[src/rtl/dbg_pkg.sv]
package dbg_pkg;
  localparam int unsigned DATA_W = 32;
  localparam int unsigned IDX_W  = 3;

  typedef enum logic [1:0] {
    SEL_ADDR = 2'd0,
    SEL_STAT = 2'd1,
    SEL_CTRL = 2'd2
  } reg_sel_e;

  localparam logic [IDX_W-1:0] IDX_STAT = 3'd6;
  localparam logic [IDX_W-1:0] IDX_CTRL = 3'd7;

  // status bit positions
  localparam int unsigned ST_BLD = 11;
  localparam int unsigned ST_BD  = 13;
  localparam int unsigned ST_BS  = 14;
  localparam int unsigned ST_BT  = 15;

  // control bit positions
  localparam int unsigned CT_ONE = 10;
  localparam int unsigned CT_GD  = 13;
  localparam int unsigned CT_FLD = 16;
endpackage

[src/rtl/dbg_access_ctl.sv]
module dbg_access_ctl
  import dbg_pkg::*;
#(
  parameter int unsigned NUM_BP = 4
) (
  input  logic             req_valid,
  input  logic             req_write,
  input  logic [IDX_W-1:0] req_idx,
  input  logic [1:0]       req_cpl,
  input  logic             gd_armed,
  output logic             gp_evt,
  output logic             gd_evt,
  output logic             acc_ok,
  output reg_sel_e         sel,
  output logic [1:0]       addr_num,
  output logic [NUM_BP-1:0] addr_we,
  output logic             stat_we,
  output logic             ctrl_we
);
  logic [IDX_W-1:0] canon_idx;

  // indices 4 and 5 fold onto 6 and 7
  always_comb begin
    canon_idx = req_idx;
    if (req_idx[2]) canon_idx = {2'b11, req_idx[0]};
  end

  always_comb begin
    gp_evt = req_valid && (req_cpl != 2'd0);
    gd_evt = req_valid && (req_cpl == 2'd0) && gd_armed;
    acc_ok = req_valid && (req_cpl == 2'd0) && !gd_armed;
  end

  always_comb begin
    addr_num = canon_idx[1:0];
    if (canon_idx == IDX_STAT)      sel = SEL_STAT;
    else if (canon_idx == IDX_CTRL) sel = SEL_CTRL;
    else                            sel = SEL_ADDR;
  end

  for (genvar i = 0; i < NUM_BP; i++) begin : g_addr_we
    assign addr_we[i] = acc_ok && req_write && (sel == SEL_ADDR) &&
                        (canon_idx[1:0] == i[1:0]);
  end

  assign stat_we = acc_ok && req_write && (sel == SEL_STAT);
  assign ctrl_we = acc_ok && req_write && (sel == SEL_CTRL);
endmodule

[src/rtl/dbg_addr_bank.sv]
module dbg_addr_bank
  import dbg_pkg::*;
#(
  parameter int unsigned NUM_BP = 4,
  parameter int unsigned ADDR_W = DATA_W
) (
  input  logic                     clk,
  input  logic                     rst_n,
  input  logic [NUM_BP-1:0]        we,
  input  logic [ADDR_W-1:0]        wdata,
  output logic [NUM_BP*ADDR_W-1:0] addr_flat
);
  for (genvar i = 0; i < NUM_BP; i++) begin : g_bp
    logic [ADDR_W-1:0] addr_q;
    always_ff @(posedge clk) begin
      if (!rst_n)     addr_q <= '0;
      else if (we[i]) addr_q <= wdata;
    end
    assign addr_flat[i*ADDR_W +: ADDR_W] = addr_q;
  end
endmodule

[src/rtl/dbg_status_reg.sv]
module dbg_status_reg
  import dbg_pkg::*;
#(
  parameter int unsigned NUM_BP = 4
) (
  input  logic              clk,
  input  logic              rst_n,
  input  logic              we,
  input  logic [DATA_W-1:0] wdata,
  input  logic [NUM_BP-1:0] bp_hit,
  input  logic              step_evt,
  input  logic              task_trap_evt,
  input  logic              bus_lock_evt,
  input  logic              gd_evt,
  output logic [DATA_W-1:0] rd
);
  localparam int unsigned ONES_LO = ST_BLD - NUM_BP;

  logic [NUM_BP-1:0] hit_q;
  logic bld_q, bd_q, bs_q, bt_q;

  always_ff @(posedge clk) begin
    if (!rst_n) begin
      hit_q <= '0;
      bld_q <= 1'b0;
      bd_q  <= 1'b0;
      bs_q  <= 1'b0;
      bt_q  <= 1'b0;
    end else begin
      hit_q <= (we ? wdata[NUM_BP-1:0] : hit_q) | bp_hit;
      bld_q <= bus_lock_evt ? 1'b0 : (we ? wdata[ST_BLD] : bld_q);
      bd_q  <= (we ? wdata[ST_BD] : bd_q) | gd_evt;
      bs_q  <= (we ? wdata[ST_BS] : bs_q) | step_evt;
      bt_q  <= (we ? wdata[ST_BT] : bt_q) | task_trap_evt;
    end
  end

  assign rd = {{(DATA_W-ST_BT-1){1'b1}}, bt_q, bs_q, bd_q, 1'b0, bld_q,
               {ONES_LO{1'b1}}, hit_q};


  hit_sets_chk: assert property (@(posedge clk) disable iff (!rst_n)
    (bp_hit != '0) |=> ((hit_q & $past(bp_hit)) == $past(bp_hit)));


  step_sticky_chk: assert property (@(posedge clk) disable iff (!rst_n)
    (bs_q && !we) |=> bs_q);


  ttrap_sticky_chk: assert property (@(posedge clk) disable iff (!rst_n)
    (bt_q && !we) |=> bt_q);


  buslock_clear_chk: assert property (@(posedge clk) disable iff (!rst_n)
    bus_lock_evt |=> !bld_q);
endmodule

[src/rtl/dbg_ctrl_reg.sv]
module dbg_ctrl_reg
  import dbg_pkg::*;
#(
  parameter int unsigned NUM_BP = 4
) (
  input  logic              clk,
  input  logic              rst_n,
  input  logic              we,
  input  logic [DATA_W-1:0] wdata,
  input  logic              task_sw,
  input  logic              gd_evt,
  output logic [DATA_W-1:0] rd
);
  localparam int unsigned EN_W  = 2*NUM_BP;
  localparam int unsigned FLD_W = 4*NUM_BP;

  logic [EN_W-1:0] keep_mask;
  for (genvar i = 0; i < EN_W; i++) begin : g_mask
    assign keep_mask[i] = (i % 2 == 1);
  end

  logic [EN_W-1:0]  en_q;
  logic [1:0]       exact_q;
  logic             gd_q;
  logic [FLD_W-1:0] fld_q;
  logic [EN_W-1:0]  en_nxt;

  always_comb begin
    en_nxt = we ? wdata[EN_W-1:0] : en_q;
    if (task_sw) en_nxt = en_nxt & keep_mask;
  end

  always_ff @(posedge clk) begin
    if (!rst_n) begin
      en_q    <= '0;
      exact_q <= '0;
      gd_q    <= 1'b0;
      fld_q   <= '0;
    end else begin
      en_q <= en_nxt;
      if (we) begin
        exact_q <= wdata[EN_W+1:EN_W];
        fld_q   <= wdata[CT_FLD +: FLD_W];
      end
      if (gd_evt)  gd_q <= 1'b0;
      else if (we) gd_q <= wdata[CT_GD];
    end
  end

  assign rd = {fld_q, 2'b00, gd_q, 2'b00, 1'b1, exact_q, en_q};


  tsw_local_chk: assert property (@(posedge clk) disable iff (!rst_n)
    task_sw |=> ((en_q & ~keep_mask) == '0));


  tsw_global_chk: assert property (@(posedge clk) disable iff (!rst_n)
    (task_sw && !we) |=> ((en_q & keep_mask) == ($past(en_q) & keep_mask)));


  gd_drop_chk: assert property (@(posedge clk) disable iff (!rst_n)
    gd_evt |=> !gd_q);
endmodule

[src/rtl/dbg_regfile.sv]
module dbg_regfile
  import dbg_pkg::*;
#(
  parameter int unsigned NUM_BP = 4,
  parameter int unsigned ADDR_W = 32
) (
  input  logic                     clk,
  input  logic                     rst_n,
  input  logic                     req_valid,
  output logic                     req_ready,
  input  logic                     req_write,
  input  logic [2:0]               req_idx,
  input  logic [31:0]              req_wdata,
  input  logic [1:0]               req_cpl,
  output logic                     rsp_valid,
  output logic [31:0]              rsp_rdata,
  output logic                     rsp_gp_fault,
  output logic                     rsp_db_trap,
  input  logic [NUM_BP-1:0]        bp_hit,
  input  logic                     step_evt,
  input  logic                     task_trap_evt,
  input  logic                     bus_lock_evt,
  input  logic                     task_switch,
  output logic [NUM_BP*ADDR_W-1:0] bp_addr,
  output logic [31:0]              ctl_word
);
  logic              gp_evt, gd_evt, acc_ok, stat_we, ctrl_we;
  reg_sel_e          sel;
  logic [1:0]        addr_num;
  logic [NUM_BP-1:0] addr_we;
  logic [31:0]       stat_rd, ctrl_rd, rd_mux;

  assign req_ready = 1'b1;

  dbg_access_ctl #(.NUM_BP(NUM_BP)) u_acc (
    .req_valid(req_valid), .req_write(req_write), .req_idx(req_idx),
    .req_cpl(req_cpl), .gd_armed(ctrl_rd[CT_GD]),
    .gp_evt(gp_evt), .gd_evt(gd_evt), .acc_ok(acc_ok), .sel(sel),
    .addr_num(addr_num), .addr_we(addr_we), .stat_we(stat_we),
    .ctrl_we(ctrl_we)
  );

  dbg_addr_bank #(.NUM_BP(NUM_BP), .ADDR_W(ADDR_W)) u_addr (
    .clk(clk), .rst_n(rst_n), .we(addr_we), .wdata(req_wdata[ADDR_W-1:0]),
    .addr_flat(bp_addr)
  );

  dbg_status_reg #(.NUM_BP(NUM_BP)) u_stat (
    .clk(clk), .rst_n(rst_n), .we(stat_we), .wdata(req_wdata),
    .bp_hit(bp_hit), .step_evt(step_evt), .task_trap_evt(task_trap_evt),
    .bus_lock_evt(bus_lock_evt), .gd_evt(gd_evt), .rd(stat_rd)
  );

  dbg_ctrl_reg #(.NUM_BP(NUM_BP)) u_ctrl (
    .clk(clk), .rst_n(rst_n), .we(ctrl_we), .wdata(req_wdata),
    .task_sw(task_switch), .gd_evt(gd_evt), .rd(ctrl_rd)
  );

  assign ctl_word = ctrl_rd;

  always_comb begin
    unique case (sel)
      SEL_STAT: rd_mux = stat_rd;
      SEL_CTRL: rd_mux = ctrl_rd;
      default:  rd_mux = 32'(bp_addr[addr_num*ADDR_W +: ADDR_W]);
    endcase
  end

  always_ff @(posedge clk) begin
    if (!rst_n) begin
      rsp_valid    <= 1'b0;
      rsp_rdata    <= '0;
      rsp_gp_fault <= 1'b0;
      rsp_db_trap  <= 1'b0;
    end else begin
      rsp_valid    <= req_valid;
      rsp_rdata    <= (acc_ok && !req_write) ? rd_mux : '0;
      rsp_gp_fault <= gp_evt;
      rsp_db_trap  <= gd_evt;
    end
  end


  gp_nochange_chk: assert property (@(posedge clk) disable iff (!rst_n)
    (req_valid && req_cpl != 2'd0 && !task_switch) |=>
      ($stable(ctrl_rd) && $stable(bp_addr) && rsp_gp_fault && !rsp_db_trap));


  gd_trap_chk: assert property (@(posedge clk) disable iff (!rst_n)
    (req_valid && req_cpl == 2'd0 && ctrl_rd[CT_GD]) |=>
      (rsp_db_trap && stat_rd[ST_BD] && !ctrl_rd[CT_GD]));


  rsp_follow_chk: assert property (@(posedge clk) disable iff (!rst_n)
    req_valid |=> rsp_valid);
endmodule

[config.mk]
export PLATFORM = sky130hd
export DESIGN_NAME = dbg_regfile
export DESIGN_NICKNAME = d
export VERILOG_FILES = /design/src/rtl/dbg_pkg.sv /design/src/rtl/dbg_access_ctl.sv /design/src/rtl/dbg_addr_bank.sv /design/src/rtl/dbg_status_reg.sv /design/src/rtl/dbg_ctrl_reg.sv /design/src/rtl/dbg_regfile.sv
export SDC_FILE = /design/constraint.sdc
export NUM_CORES = 1
export LEC_CHECK = 0
export BUFFER_PORTS_ARGS = -buffer_cell sky130_fd_sc_hd__buf_4
export CORE_ASPECT_RATIO = 0.5
export CORE_UTILIZATION = 55
export CTS_BUF_LIST = sky130_fd_sc_hd__clkbuf_16
export DETAILED_ROUTE_END_ITERATION = 8
export GPL_TIMING_DRIVEN = 0
export PLACE_DENSITY = 0.81
export SLEW_MARGIN = 10
export SYNTH_ARGS = -nofsm -noshare
export SYNTH_HDL_FRONTEND = slang
export SYNTH_SLANG_ARGS = --single-unit
[constraint.sdc]
create_clock -name clk -period 5.57 [get_ports clk]
set_clock_uncertainty 0.2 [all_clocks]
set_input_delay 0.8355 -clock clk [delete_from_list [all_inputs] [get_ports clk]]
set_output_delay 0.8355 -clock clk [all_outputs]
set_load 0.02 [all_outputs]
==> results of run 1 <==
## state kept, by name, indices dropped and copies added (netlist names)
name / cells
rsp_db_trap: 1
rsp_gp_fault: 1
rsp_rdata: 32
rsp_valid: 1
u_addr.g_bp.addr_q: 128
u_ctrl.en_q: 8
u_ctrl.exact_q: 2
u_ctrl.fld_q: 16
u_ctrl.gd_q: 1
u_stat.bd_q: 1
u_stat.bld_q: 1
u_stat.bs_q: 1
u_stat.bt_q: 1
u_stat.hit_q: 4
## layer usage
layer  GRT usage  vias up  routed length, um
met1       0.567     4598              13600
met3       0.124      133               5110
li1            -     4041                  -
met5           0        -                  0
met4       0.148        0               1080
met2       0.621      872              15000
## path summary, 6_finish.rpt
path,endpoint,slack (ps),depth (start not counted)
min,u_addr.g_bp[1].addr_q[24]$_SDFFE_PN0P_,300,2
max reg2reg,rsp_rdata[13]$_SDFF_PN0_,3020,4
min reg2reg,u_addr.g_bp[1].addr_q[24]$_SDFFE_PN0P_,300,2
max,rsp_rdata[13]$_SDFF_PN0_,2960,5
## placed cells by master (no fill, tap or decap), types with 24 or more instances in the layout
cell,synthesis,routed
nand3_1,156,156
o21ai_1,91,91
dfxtp_1,198,198
a21boi_0,47,47
a21boi_1,104,104
clkbuf_1,56,56
o21ai_0,70,70
buf_4,11,248
nor2_1,24,24
buf_2,36,36
## synthesized netlist by cell type (2+ instances only)
master / count
o21ai_1: 91
o22ai_1: 18
nor3b_1: 2
mux2_2: 12
nand3b_1: 5
o21ai_0: 70
nor4b_2: 2
a21o_1: 3
a21boi_1: 104
nor2b_1: 6
nand3_1: 156
nor2_1: 24
nand2_1: 6
mux4_2: 15
a221oi_1: 9
buf_6: 11
a2111oi_0: 5
clkbuf_1: 56
a211oi_1: 5
and3_1: 2
a21oi_1: 11
dfxtp_1: 198
conb_1: 2
a21boi_0: 47
buf_2: 36
nor4b_1: 4
or4bb_1: 2
or4b_1: 2
o311a_1: 6
mux2i_1: 23
nand2b_1: 4
nor4bb_1: 2
buf_4: 11
## critical path, stage by stage
cell and delay (ps):
buf_4 130, nor4b_2 560, nand3b_1 280, clkbuf_1 420, a2111oi_0 470
## where the power goes
| group | internal [mW] | switching, mW |
|---|---|---|
| clock | 0.631 | 0.613 |
| combinational | 0.0985 | 0.194 |
| sequential | 1.42 | 0.00774 |
| total | 2.15 | 0.815 |
## through the flow
step / setup slack, ps / power, mW
after global routing: 2890 / 3.02
after floorplan: 3280 / 1.61
after detailed placement: 2680 / 1.74
after CTS: 3130 / 2.94
after global placement: 2660 / 1.74
final: 2960 / 2.97
## final cells by class
type | count | area share
Buffer | 115 | 0.0524
Multi-Input combinational cell | 652 | 0.375
Timing Repair Buffer | 237 | 0.155
Clock buffer | 17 | 0.0371
Clock inverter | 15 | 0.0128
Tap cell | 204 | 0.0223
Sequential cell | 198 | 0.346
## logic make-up (layout without fill, tap and decap cells)
| family | count (synthesis) | after routing | synth area share |
|---|---|---|---|
| buf+inv | 115 | 384 | 0.0679 |
| other cells | 2 | 6 | 0.000849 |
| mux | 50 | 50 | 0.0795 |
| simple gates | 226 | 226 | 0.137 |
| compound gates | 370 | 370 | 0.266 |
| flops | 198 | 198 | 0.448 |
==> metrics.txt, run 1 <==
# TYPE chip_impl_metric gauge
chip_impl_metric{name="initial_core_util",unit=""} 0.568
chip_impl_metric{name="antenna_violations_before_repair",unit=""} 1
chip_impl_metric{name="design.core.area",unit="mm^2"} 0.0156
chip_impl_metric{name="global_route.overflow_total",unit=""} 0
chip_impl_metric{name="route.detailed.vias_per_inst",unit=""} 6.71
chip_impl_metric{name="globalplace.congestion",unit=""} 0.939
chip_impl_metric{name="final_min_period_over_clock_period",unit=""} 0.468
chip_impl_info{name="yosys-top-cells-area",value="dfxtp_1, nand3_1, a21boi_1, o21ai_1, a21boi_0"} 1
chip_impl_metric{name="clock_sinks",unit=""} 198
chip_impl_metric{name="yosys.area.top_type_share",unit=""} 0.448
chip_impl_metric{name="filler_cell_count",unit=""} 1204
chip_impl_metric{name="final-setup-viol-count",unit=""} 0
chip_impl_metric{name="via_count_of_the_first_global_routing_pass",unit=""} 9038
chip_impl_info{name="setup.worst_path.end_class",value="flip-flop"} 1
chip_impl_metric{name="multi_input_gate_area",unit="mm^2"} 0.00430
chip_impl_metric{name="wl_per_cell",unit="um"} 24.2
chip_impl_metric{name="number_of_enable_flip_flop_cells_after_synthesis",unit=""} 0
chip_impl_metric{name="hold_slack",unit="ps"} 300
chip_impl_info{name="setup.worst_path.start",value="req_cpl[1]"} 1
chip_impl_metric{name="dp_hpwl",unit="um"} 24800
chip_impl_metric{name="postLayoutCellArea",unit="mm^2"} 0.0115
chip_impl_metric{name="final.setup.tns",unit="ps"} 0
chip_impl_info{name="clk_root_buffer_cell",value="clkbuf_16"} 1
chip_impl_metric{name="synth_area",unit="mm^2"} 0.00885
chip_impl_metric{name="max-cap-violations",unit=""} 0
chip_impl_metric{name="cts.path.max_buffers",unit=""} 2
chip_impl_metric{name="postCtsSetupRepairBufs",unit=""} 0
chip_impl_metric{name="clk_pin_slew",unit="ps"} 80
chip_impl_metric{name="power_leakage",unit="nW"} 4.48
chip_impl_metric{name="max_slew_margin",unit=""} 0.425
chip_impl_metric{name="final_max_slew_viol_count",unit=""} 0
chip_impl_metric{name="floorplan.die_area",unit="mm^2"} 0.0166
chip_impl_info{name="rsz0062_at_grt",value="false"} 1
chip_impl_metric{name="post_synth_num_cell_types",unit=""} 44
chip_impl_metric{name="detail_route.first_pass.iterations",unit=""} 8
chip_impl_metric{name="die_w",unit="um"} 181
chip_impl_metric{name="placement.io_buffers",unit=""} 237
chip_impl_metric{name="synth_cells",unit=""} 961
chip_impl_metric{name="layout-drive-gt1-share",unit=""} 0.288
chip_impl_metric{name="synth-seq-cells",unit=""} 198
chip_impl_metric{name="global_route_wire_length_before_repair",unit="um"} 52000
chip_impl_metric{name="totalWireLength",unit="um"} 34900
chip_impl_metric{name="cts-htree-levels",unit=""} 4
chip_impl_metric{name="place_area",unit="mm^2"} 0.0109
chip_impl_metric{name="final-instance-count-excl-fill",unit=""} 1438
chip_impl_metric{name="insertedDiodeCount",unit=""} 0
chip_impl_info{name="worst_hold_startpoint",value="u_addr.g_bp[1].addr_q[24]$_SDFFE_PN0P_"} 1
chip_impl_info{name="critical_path_class",value="in2reg"} 1
chip_impl_info{name="r2r_start",value="u_ctrl.gd_q$_SDFFE_PP0P_"} 1
chip_impl_metric{name="number_of_buffers_added_by_the_clock_tree_synthesis_step",unit=""} 17
chip_impl_metric{name="gr-usage-all-layers",unit=""} 0.415
chip_impl_info{name="element_type_at_the_critical_path_start",value="primary input"} 1
chip_impl_metric{name="top_level_ports",unit=""} 245
chip_impl_metric{name="antenna_left",unit=""} 0
chip_impl_metric{name="drtIter0Drc",unit=""} 1611
chip_impl_metric{name="num-nets-final",unit=""} 1270
chip_impl_metric{name="final_hold_viol_count",unit=""} 0
chip_impl_metric{name="sequential_area",unit="mm^2"} 0.00396
chip_impl_metric{name="dp_cells",unit=""} 1406
chip_impl_metric{name="holdBufCountCts",unit=""} 0
chip_impl_metric{name="areaGrowthSynthToFinish",unit="%"} 29.6
chip_impl_metric{name="clk-insertion-delay-late",unit="ps"} 450
chip_impl_metric{name="ir_drop",unit="mV"} 0.265
chip_impl_info{name="hold_class",value="reg2reg"} 1
chip_impl_metric{name="synthesis.yosys.warnings",unit=""} 0
chip_impl_metric{name="worst_slew_pin_slew",unit="ps"} 862
chip_impl_metric{name="synthesis.area_per_instance",unit="um^2"} 9.21
chip_impl_metric{name="worst-path-max-fanout",unit=""} 10
chip_impl_metric{name="worst_ep_arrival_time",unit="ps"} 2700
chip_impl_metric{name="row_count",unit=""} 32
chip_impl_metric{name="die_h",unit="um"} 91.7
chip_impl_metric{name="route.vias.total",unit=""} 9644
chip_impl_metric{name="cts_repair_resize_count",unit=""} 0
chip_impl_info{name="yosys_most_used_dff",value="dfxtp_1"} 1
chip_impl_metric{name="route.detailed.drc",unit=""} 0
chip_impl_info{name="run_status",value="complete, no violations"} 1
chip_impl_metric{name="fin_util",unit=""} 0.736
chip_impl_info{name="synthDominantAreaCellType",value="dfxtp_1"} 1
chip_impl_metric{name="critPathRequiredTime",unit="ps"} 5660
chip_impl_info{name="cts_tree",value="built"} 1
chip_impl_metric{name="synth.yosys.seq_area_share",unit=""} 0.448
chip_impl_metric{name="period_needed",unit="ps"} 2610
chip_impl_metric{name="max_freq",unit="MHz"} 384
chip_impl_metric{name="pwr_density_cell",unit="mW/mm^2"} 259
chip_impl_metric{name="asyncSetResetFlopFracSynth",unit=""} 0
chip_impl_metric{name="grt_max_degree",unit=""} 19
Note: power is estimated with default switching activity, not from simulation.
==> inputs of run 2 (changes only) <==
Settings changed: CORE_UTILIZATION 55 to 47, PLACE_DENSITY 0.81 to 0.74.
Clock period 5.57 ns to 2.2 ns, I/O delays scaled along.
==> run 2 against run 1 <==
Register-to-register slack got worse by 2900 ps. Final cell count rose by 6.7%. Flip-flop and latch count did not move. Critical path type unchanged. Critical endpoint is now rsp_rdata[21]$_SDFF_PN0_. Largest cell class unchanged. Largest power group unchanged.
==> metrics.txt, run 2 (synthesized netlist as in run 1, its figures left out) <==
# TYPE chip_impl_metric gauge
chip_impl_info{name="setup.worst_path.start",value="req_valid"} 1
chip_impl_info{name="critical_path_class",value="in2reg"} 1
chip_impl_metric{name="row_count",unit=""} 35
chip_impl_metric{name="global_route_wire_length_before_repair",unit="um"} 52900
chip_impl_info{name="clk_root_buffer_cell",value="clkbuf_16"} 1
chip_impl_metric{name="max-cap-violations",unit=""} 0
chip_impl_metric{name="final_max_slew_viol_count",unit=""} 0
chip_impl_metric{name="grt_max_degree",unit=""} 19
chip_impl_metric{name="cts-htree-levels",unit=""} 4
chip_impl_info{name="worst_hold_startpoint",value="req_wdata[7]"} 1
chip_impl_metric{name="areaGrowthSynthToFinish",unit="%"} 35.2
chip_impl_metric{name="final_hold_viol_count",unit=""} 0
chip_impl_info{name="slowest_library_cell_on_the_worst_path",value="dlygate4sd3_1"} 1
chip_impl_metric{name="intPower",unit="mW"} 5.39
chip_impl_metric{name="worst-path-max-fanout",unit=""} 10
chip_impl_metric{name="ir_drop",unit="mV"} 0.590
chip_impl_metric{name="gr-usage-all-layers",unit=""} 0.365
chip_impl_metric{name="period_needed",unit="ps"} 2200
chip_impl_metric{name="postLayoutCellArea",unit="mm^2"} 0.0120
chip_impl_metric{name="placement.io_buffers",unit=""} 237
chip_impl_metric{name="via_count_of_the_first_global_routing_pass",unit=""} 9030
chip_impl_metric{name="num-nets-final",unit=""} 1311
chip_impl_metric{name="power_leakage",unit="nW"} 4.67
chip_impl_metric{name="place_area",unit="mm^2"} 0.0110
chip_impl_metric{name="route.detailed.vias_per_inst",unit=""} 6.21
chip_impl_metric{name="reg2reg_slack",unit="ps"} 130
chip_impl_metric{name="max_slew_margin",unit=""} 0.452
chip_impl_metric{name="share_clk_of_total_power",unit=""} 0.406
chip_impl_metric{name="clock_sinks",unit=""} 198
chip_impl_metric{name="sequential_cell_fraction_of_total_power",unit=""} 0.486
chip_impl_metric{name="antenna_violations_before_repair",unit=""} 0
chip_impl_metric{name="design.core.area",unit="mm^2"} 0.0184
chip_impl_metric{name="globalplace.congestion",unit=""} 0.935
chip_impl_metric{name="largest_stage_delay_on_the_critical_path",unit="ps"} 530
chip_impl_info{name="crit_path_cell_trace",value="dlygate4sd3_1 -> buf_4 -> nor4b_4 -> nand3b_1 -> clkbuf_1 -> nor2_1"} 1
chip_impl_info{name="layout.cells.most_common_list",value="buf_4, dfxtp_1, nand3_1"} 1
chip_impl_metric{name="global_route.overflow_total",unit=""} 0
chip_impl_metric{name="max_freq",unit="MHz"} 455
chip_impl_metric{name="number_of_buffers_added_by_the_clock_tree_synthesis_step",unit=""} 17
chip_impl_info{name="largest_registers",value="u_addr.g_bp.addr_q x128, rsp_rdata x32, u_ctrl.fld_q x16"} 1
chip_impl_metric{name="worst_case_setup_margin_in_the_final_layout",unit="ps"} 3.28
chip_impl_metric{name="worst_slew_pin_slew",unit="ps"} 822
chip_impl_metric{name="wl_per_cell",unit="um"} 23.4
chip_impl_metric{name="worst_ep_arrival_time",unit="ps"} 2350
chip_impl_metric{name="route.vias.total",unit=""} 9521
chip_impl_metric{name="swShare",unit=""} 0.278
chip_impl_metric{name="antenna_left",unit=""} 0
chip_impl_metric{name="top_level_ports",unit=""} 245
chip_impl_info{name="element_type_at_the_critical_path_start",value="primary input"} 1
chip_impl_metric{name="p_switching",unit="mW"} 2.07
chip_impl_metric{name="die_h",unit="um"} 99.0
chip_impl_metric{name="floorplan.die_area",unit="mm^2"} 0.0194
chip_impl_metric{name="reg2reg_depth",unit=""} 4
chip_impl_metric{name="postCtsSetupRepairBufs",unit=""} 0
chip_impl_metric{name="fin_util",unit=""} 0.649
chip_impl_metric{name="cts.path.max_buffers",unit=""} 2
chip_impl_metric{name="critPathRequiredTime",unit="ps"} 2350
chip_impl_metric{name="final_min_period_over_clock_period",unit=""} 0.999
chip_impl_metric{name="route.detailed.drc",unit=""} 0
chip_impl_info{name="run_status",value="complete, no violations"} 1
chip_impl_metric{name="initial_core_util",unit=""} 0.480
chip_impl_metric{name="die_w",unit="um"} 196
chip_impl_metric{name="pwr_density_cell",unit="mW/mm^2"} 623
chip_impl_metric{name="insertedDiodeCount",unit=""} 0
chip_impl_info{name="hold_class",value="in2reg"} 1
chip_impl_metric{name="layout-drive-gt1-share",unit=""} 0.289
chip_impl_info{name="registers.top_by_ff_count",value="u_addr.g_bp.addr_q"} 1
chip_impl_info{name="setup.worst_path.end_class",value="flip-flop"} 1
chip_impl_info{name="r2r_start",value="u_ctrl.gd_q$_SDFFE_PP0P_"} 1
chip_impl_metric{name="p_comb_frac",unit=""} 0.108
chip_impl_metric{name="final-setup-viol-count",unit=""} 0
chip_impl_metric{name="clk-insertion-delay-late",unit="ps"} 450
chip_impl_metric{name="clk_pin_slew",unit="ps"} 70
chip_impl_metric{name="totalWireLength",unit="um"} 35900
chip_impl_metric{name="pre_cts_ws",unit="ps"} -387
chip_impl_metric{name="largest_register_ffs",unit=""} 128
chip_impl_metric{name="dp_hpwl",unit="um"} 25500
chip_impl_info{name="rsz0062_at_grt",value="false"} 1
chip_impl_info{name="cts_tree",value="built"} 1
chip_impl_metric{name="detail_route.first_pass.iterations",unit=""} 7
chip_impl_metric{name="min_delay_path_depth",unit=""} 3
chip_impl_info{name="final_common_cell",value="buf_4"} 1
chip_impl_metric{name="drtIter0Drc",unit=""} 1077
==> run 2: cell count changes in the layout (fill, tap and decap cells not counted), moves of 3 or more <==
cell	change
clkbuf_4	+4
dlygate4sd3_1	+41
clkbuf_1	-8
inv_6	+3
clkbuf_2	+5
==> run 2: worst max-delay path, delay by kind of cell <==
| kind | cells | cell delay (ps) |
|---|---|---|
| buffers and inverters | 3 | 1080 |
| and+or+nand+nor | 3 | 930 |
==> run 2: metal layers <==
metal | vias to the layer above | routed length, um | part of all wire | track usage
li1 | 4132 | - | - | -
met1 | 4570 | 14200 | 0.40 | 0.494
met2 | 702 | 15600 | 0.44 | 0.550
met3 | 117 | 4770 | 0.13 | 0.0921
met4 | 0 | 1250 | 0.035 | 0.167
met5 | - | 0 | 0 | 0
==> run 2: path summary, 6_finish.rpt <==
kind / to
hold / removal: u_addr.g_bp[0].addr_q[7]$_SDFFE_PN0P_
setup / recovery: rsp_rdata[21]$_SDFF_PN0_
setup reg to reg: rsp_rdata[21]$_SDFF_PN0_
hold reg to reg: u_addr.g_bp[1].addr_q[25]$_SDFFE_PN0P_
==> run 2: per-stage QoR <==
stage / setup TNS [ps] / power, mW / instances / hold slack, ps
after floorplan: 0 / 4.08 / 965 / 240
after global placement: -5520 / 4.41 / 1461 / 269
after detailed placement: -9650 / 4.42 / 1461 / 271
after CTS: 0 / 7.38 / 1534 / 5.13
after global routing: 0 / 7.61 / 1534 / 6.57
final: 0 / 7.46 / 1534 / 12.2
==> run 2: final cells by class <==
cell class / count / area, um^2
Timing Repair Buffer: 278 / 2190
Tap cell: 259 / 324
Sequential cell: 198 / 3970
Clock inverter: 15 / 120
Clock buffer: 17 / 425
Multi-Input combinational cell: 652 / 4320
Buffer: 115 / 621
Fill cell: 1577 / 6470
==> run 2: what timing repair did <==
item                       4_1_cts  5_1_grt
pin swaps                        0        1
gates resized for setup          5       23
hold endpoints to repair       110        0
hold buffers                    41        0
cloned                           0        0
setup endpoints to repair       25       65
==> run 2: power by group through the flow <==
stage,logic [mW],registers [mW],clock network [mW]
6_report,0.806,3.63,3.02
4_1_cts,0.768,3.63,2.99
2_1_floorplan,0.352,3.73,0
3_3_place_gp,0.695,3.71,0
5_1_grt,0.828,3.63,3.16
3_5_place_dp,0.705,3.71,0
==> inputs of run 3 (changes only) <==
Settings changed: CORE_UTILIZATION 47 to 35, PLACE_DENSITY 0.74 to 0.57.
==> run 3 against run 2 <==
Non-clock buffer count up 2. Sequential power about the same. Largest cell class unchanged. Maximum frequency up 1.2%. The flow now finishes with violations (DRC). Largest power group unchanged.
==> metrics.txt, run 3 (synthesized netlist as in run 1, its figures left out) <==
# TYPE chip_impl_metric gauge
chip_impl_metric{name="sequential_cell_fraction_of_total_power",unit=""} 0.486
chip_impl_info{name="largest_registers",value="u_addr.g_bp.addr_q x128, rsp_rdata x32, u_ctrl.fld_q x16"} 1
chip_impl_metric{name="row_count",unit=""} 40
chip_impl_metric{name="worst_ep_arrival_time",unit="ps"} 2310
chip_impl_metric{name="totalWireLength",unit="um"} 40000
chip_impl_metric{name="period_needed",unit="ps"} 2170
chip_impl_metric{name="number_of_buffers_added_by_the_clock_tree_synthesis_step",unit=""} 17
chip_impl_metric{name="fin_util",unit=""} 0.493
chip_impl_metric{name="hold_slack",unit="ps"} 38.6
chip_impl_metric{name="global_route.overflow_total",unit=""} 0
chip_impl_metric{name="clk_pin_slew",unit="ps"} 70
chip_impl_info{name="run_status",value="finished, violations left"} 1
chip_impl_metric{name="largest_stage_delay_on_the_critical_path",unit="ps"} 550
chip_impl_metric{name="p_switching",unit="mW"} 1.94
chip_impl_metric{name="critical_path.n_buffers_inverters",unit=""} 3
chip_impl_metric{name="insertedDiodeCount",unit=""} 0
chip_impl_metric{name="die_w",unit="um"} 227
chip_impl_metric{name="initial_core_util",unit=""} 0.362
chip_impl_info{name="registers.top_by_ff_count",value="u_addr.g_bp.addr_q"} 1
chip_impl_metric{name="gr-usage-all-layers",unit=""} 0.307
chip_impl_metric{name="clock_sinks",unit=""} 198
chip_impl_metric{name="dp_hpwl",unit="um"} 28600
chip_impl_metric{name="via_count_of_the_first_global_routing_pass",unit=""} 8623
chip_impl_metric{name="final_hold_viol_count",unit=""} 0
chip_impl_info{name="clk_root_buffer_cell",value="clkbuf_16"} 1
chip_impl_info{name="violations_in_the_final_reports",value="DRC"} 1
chip_impl_metric{name="route.vias.total",unit=""} 9412
chip_impl_metric{name="die_h",unit="um"} 114
chip_impl_metric{name="final_max_slew_viol_count",unit=""} 0
chip_impl_metric{name="cts.path.max_buffers",unit=""} 2
chip_impl_info{name="cts_tree",value="built"} 1
chip_impl_metric{name="max-cap-violations",unit=""} 0
chip_impl_metric{name="route.detailed.vias_per_inst",unit=""} 5.84
chip_impl_metric{name="wl_per_cell",unit="um"} 24.9
chip_impl_metric{name="largest_register_ffs",unit=""} 128
chip_impl_metric{name="clk-insertion-delay-late",unit="ps"} 460
chip_impl_metric{name="final_min_period_over_clock_period",unit=""} 0.986
chip_impl_metric{name="drtIter0Drc",unit=""} 1125
chip_impl_metric{name="antenna_violations_before_repair",unit=""} 0
chip_impl_metric{name="final.setup.tns",unit="ps"} 0
chip_impl_metric{name="share_clk_of_total_power",unit=""} 0.403
chip_impl_metric{name="p_comb_frac",unit=""} 0.111
chip_impl_metric{name="pwr_density_cell",unit="mW/mm^2"} 620
chip_impl_info{name="rsz0062_at_grt",value="true"} 1
chip_impl_metric{name="final-setup-viol-count",unit=""} 0
chip_impl_info{name="layout.cells.most_common_list",value="buf_4, dfxtp_1, nand3_1"} 1
chip_impl_metric{name="placement.io_buffers",unit=""} 237
chip_impl_metric{name="antenna_left",unit=""} 0
chip_impl_info{name="path_delay_family",value="buffers and inverters"} 1
chip_impl_metric{name="swShare",unit=""} 0.260
chip_impl_metric{name="max_slew_margin",unit=""} 0.426
chip_impl_info{name="element_type_at_the_critical_path_start",value="flip-flop"} 1
chip_impl_metric{name="intPower",unit="mW"} 5.53
chip_impl_info{name="hold_class",value="in2reg"} 1
chip_impl_info{name="final_common_cell",value="buf_4"} 1
chip_impl_metric{name="areaGrowthSynthToFinish",unit="%"} 36.2
chip_impl_metric{name="worst_slew_pin_slew",unit="ps"} 861
chip_impl_info{name="cpMostUsedCell",value="buf_6"} 1
chip_impl_metric{name="worst-path-max-fanout",unit=""} 10
chip_impl_metric{name="cts-htree-levels",unit=""} 4
chip_impl_info{name="slowest_library_cell_on_the_worst_path",value="or4b_1"} 1
chip_impl_metric{name="detail_route.first_pass.iterations",unit=""} 9
chip_impl_info{name="crit_path_cell_trace",value="or4b_1 -> buf_2 -> buf_6 -> buf_6 -> o21ai_1 -> a21boi_1"} 1
chip_impl_metric{name="globalplace.congestion",unit=""} 0.896
chip_impl_info{name="critical_path_class",value="reg2reg"} 1
chip_impl_metric{name="ir_drop",unit="mV"} 0.417
chip_impl_info{name="setup.worst_path.end_class",value="flip-flop"} 1
chip_impl_metric{name="floorplan.die_area",unit="mm^2"} 0.0260
chip_impl_metric{name="grt_max_degree",unit=""} 17
chip_impl_metric{name="design.core.area",unit="mm^2"} 0.0244
chip_impl_metric{name="max_freq",unit="MHz"} 461
chip_impl_metric{name="filler_cell_count",unit=""} 2380
chip_impl_metric{name="top_level_ports",unit=""} 245
chip_impl_metric{name="global_route_wire_length_before_repair",unit="um"} 57400
chip_impl_metric{name="power_leakage",unit="nW"} 4.69
chip_impl_metric{name="layout-drive-gt1-share",unit=""} 0.281
chip_impl_metric{name="route.detailed.drc",unit=""} 2
chip_impl_metric{name="critPathRequiredTime",unit="ps"} 2340
chip_impl_metric{name="num-nets-final",unit=""} 1313
## run 3: cell count changes in the layout (fill, tap and decap cells not counted), sizes merged
| cell | previous run | this run |
|---|---|---|
| clkbuf | 74 | 72 |
| buf | 295 | 298 |
| clkinv | 7 | 6 |
| dlygate4sd3 | 41 | 42 |
| bufinv | 0 | 2 |
| inv | 8 | 5 |
## run 3: per-stage QoR
step | std cells | worst slack, ps | cell area [um^2] | total power [mW]
floorplan | 965 | 400 | 8860 | 4.08
global placement | 1538 | -370 | 11100 | 4.44
detailed placement | 1538 | -449 | 11100 | 4.45
CTS | 1610 | 9.72 | 12000 | 7.44
global route | 1611 | -23.1 | 12100 | 7.66
finish | 1611 | 29.7 | 12100 | 7.47
## run 3: power groups by stage
stage / clock, mW / sequential, mW / combinational, mW
floorplan: 0 / 3.73 / 0.352
global placement: 0 / 3.71 / 0.726
detailed placement: 0 / 3.71 / 0.734
CTS: 3.01 / 3.63 / 0.799
global route: 3.17 / 3.63 / 0.856
finish: 3.01 / 3.63 / 0.830
## run 3: worst paths after layout
| check | startpoint | endpoint | slack [ps] | cells past startpoint |
|---|---|---|---|---|
| worst min register to register | u_stat.bld_q$_SDFFE_PP0N_ | u_stat.bld_q$_SDFFE_PP0N_ | 300 | 2 |
| worst max register to register | u_ctrl.gd_q$_SDFFE_PP0P_ | u_addr.g_bp[0].addr_q[31]$_SDFFE_PN0P_ | 30 | 6 |
| worst max-delay path | u_ctrl.gd_q$_SDFFE_PP0P_ | u_addr.g_bp[0].addr_q[31]$_SDFFE_PN0P_ | 30 | 6 |
| worst min-delay path | req_cpl[0] | u_stat.bd_q$_SDFF_PN0_ | 40 | 4 |
## run 3: routing by layer
layer / vias to the layer above / share of wire / track usage
met4: 0 / 0.016 / 0.0842
li1: 4136 / - / -
met3: 57 / 0.091 / 0.0736
met5: - / 0 / 0
met1: 4675 / 0.45 / 0.432
met2: 544 / 0.45 / 0.465
## run 3: layout make-up
| class | count | area (um^2) | share of cell area |
|---|---|---|---|
| sequential | 198 | 3960 | 0.329 |
| multi-input combinational | 652 | 4320 | 0.358 |
| timing repair buffer | 280 | 2210 | 0.183 |
| buffer | 115 | 618 | 0.0513 |
| clock buffer | 17 | 425 | 0.0353 |
| tap | 336 | 420 | 0.0349 |
| clock inverter | 13 | 103 | 0.00851 |
## run 3: what timing repair did
item,CTS,global route
hold endpoints to repair,154,0
setup buffers,0,1
pin swaps,1,0
hold buffers,42,0
setup endpoints to repair,120,64
resized for setup,6,20
## run 3: worst min-delay path, delay by kind of cell
family | cells | cell delay, ps
buffers and inverters | 1 | 110
and+or+nand+nor | 3 | 210
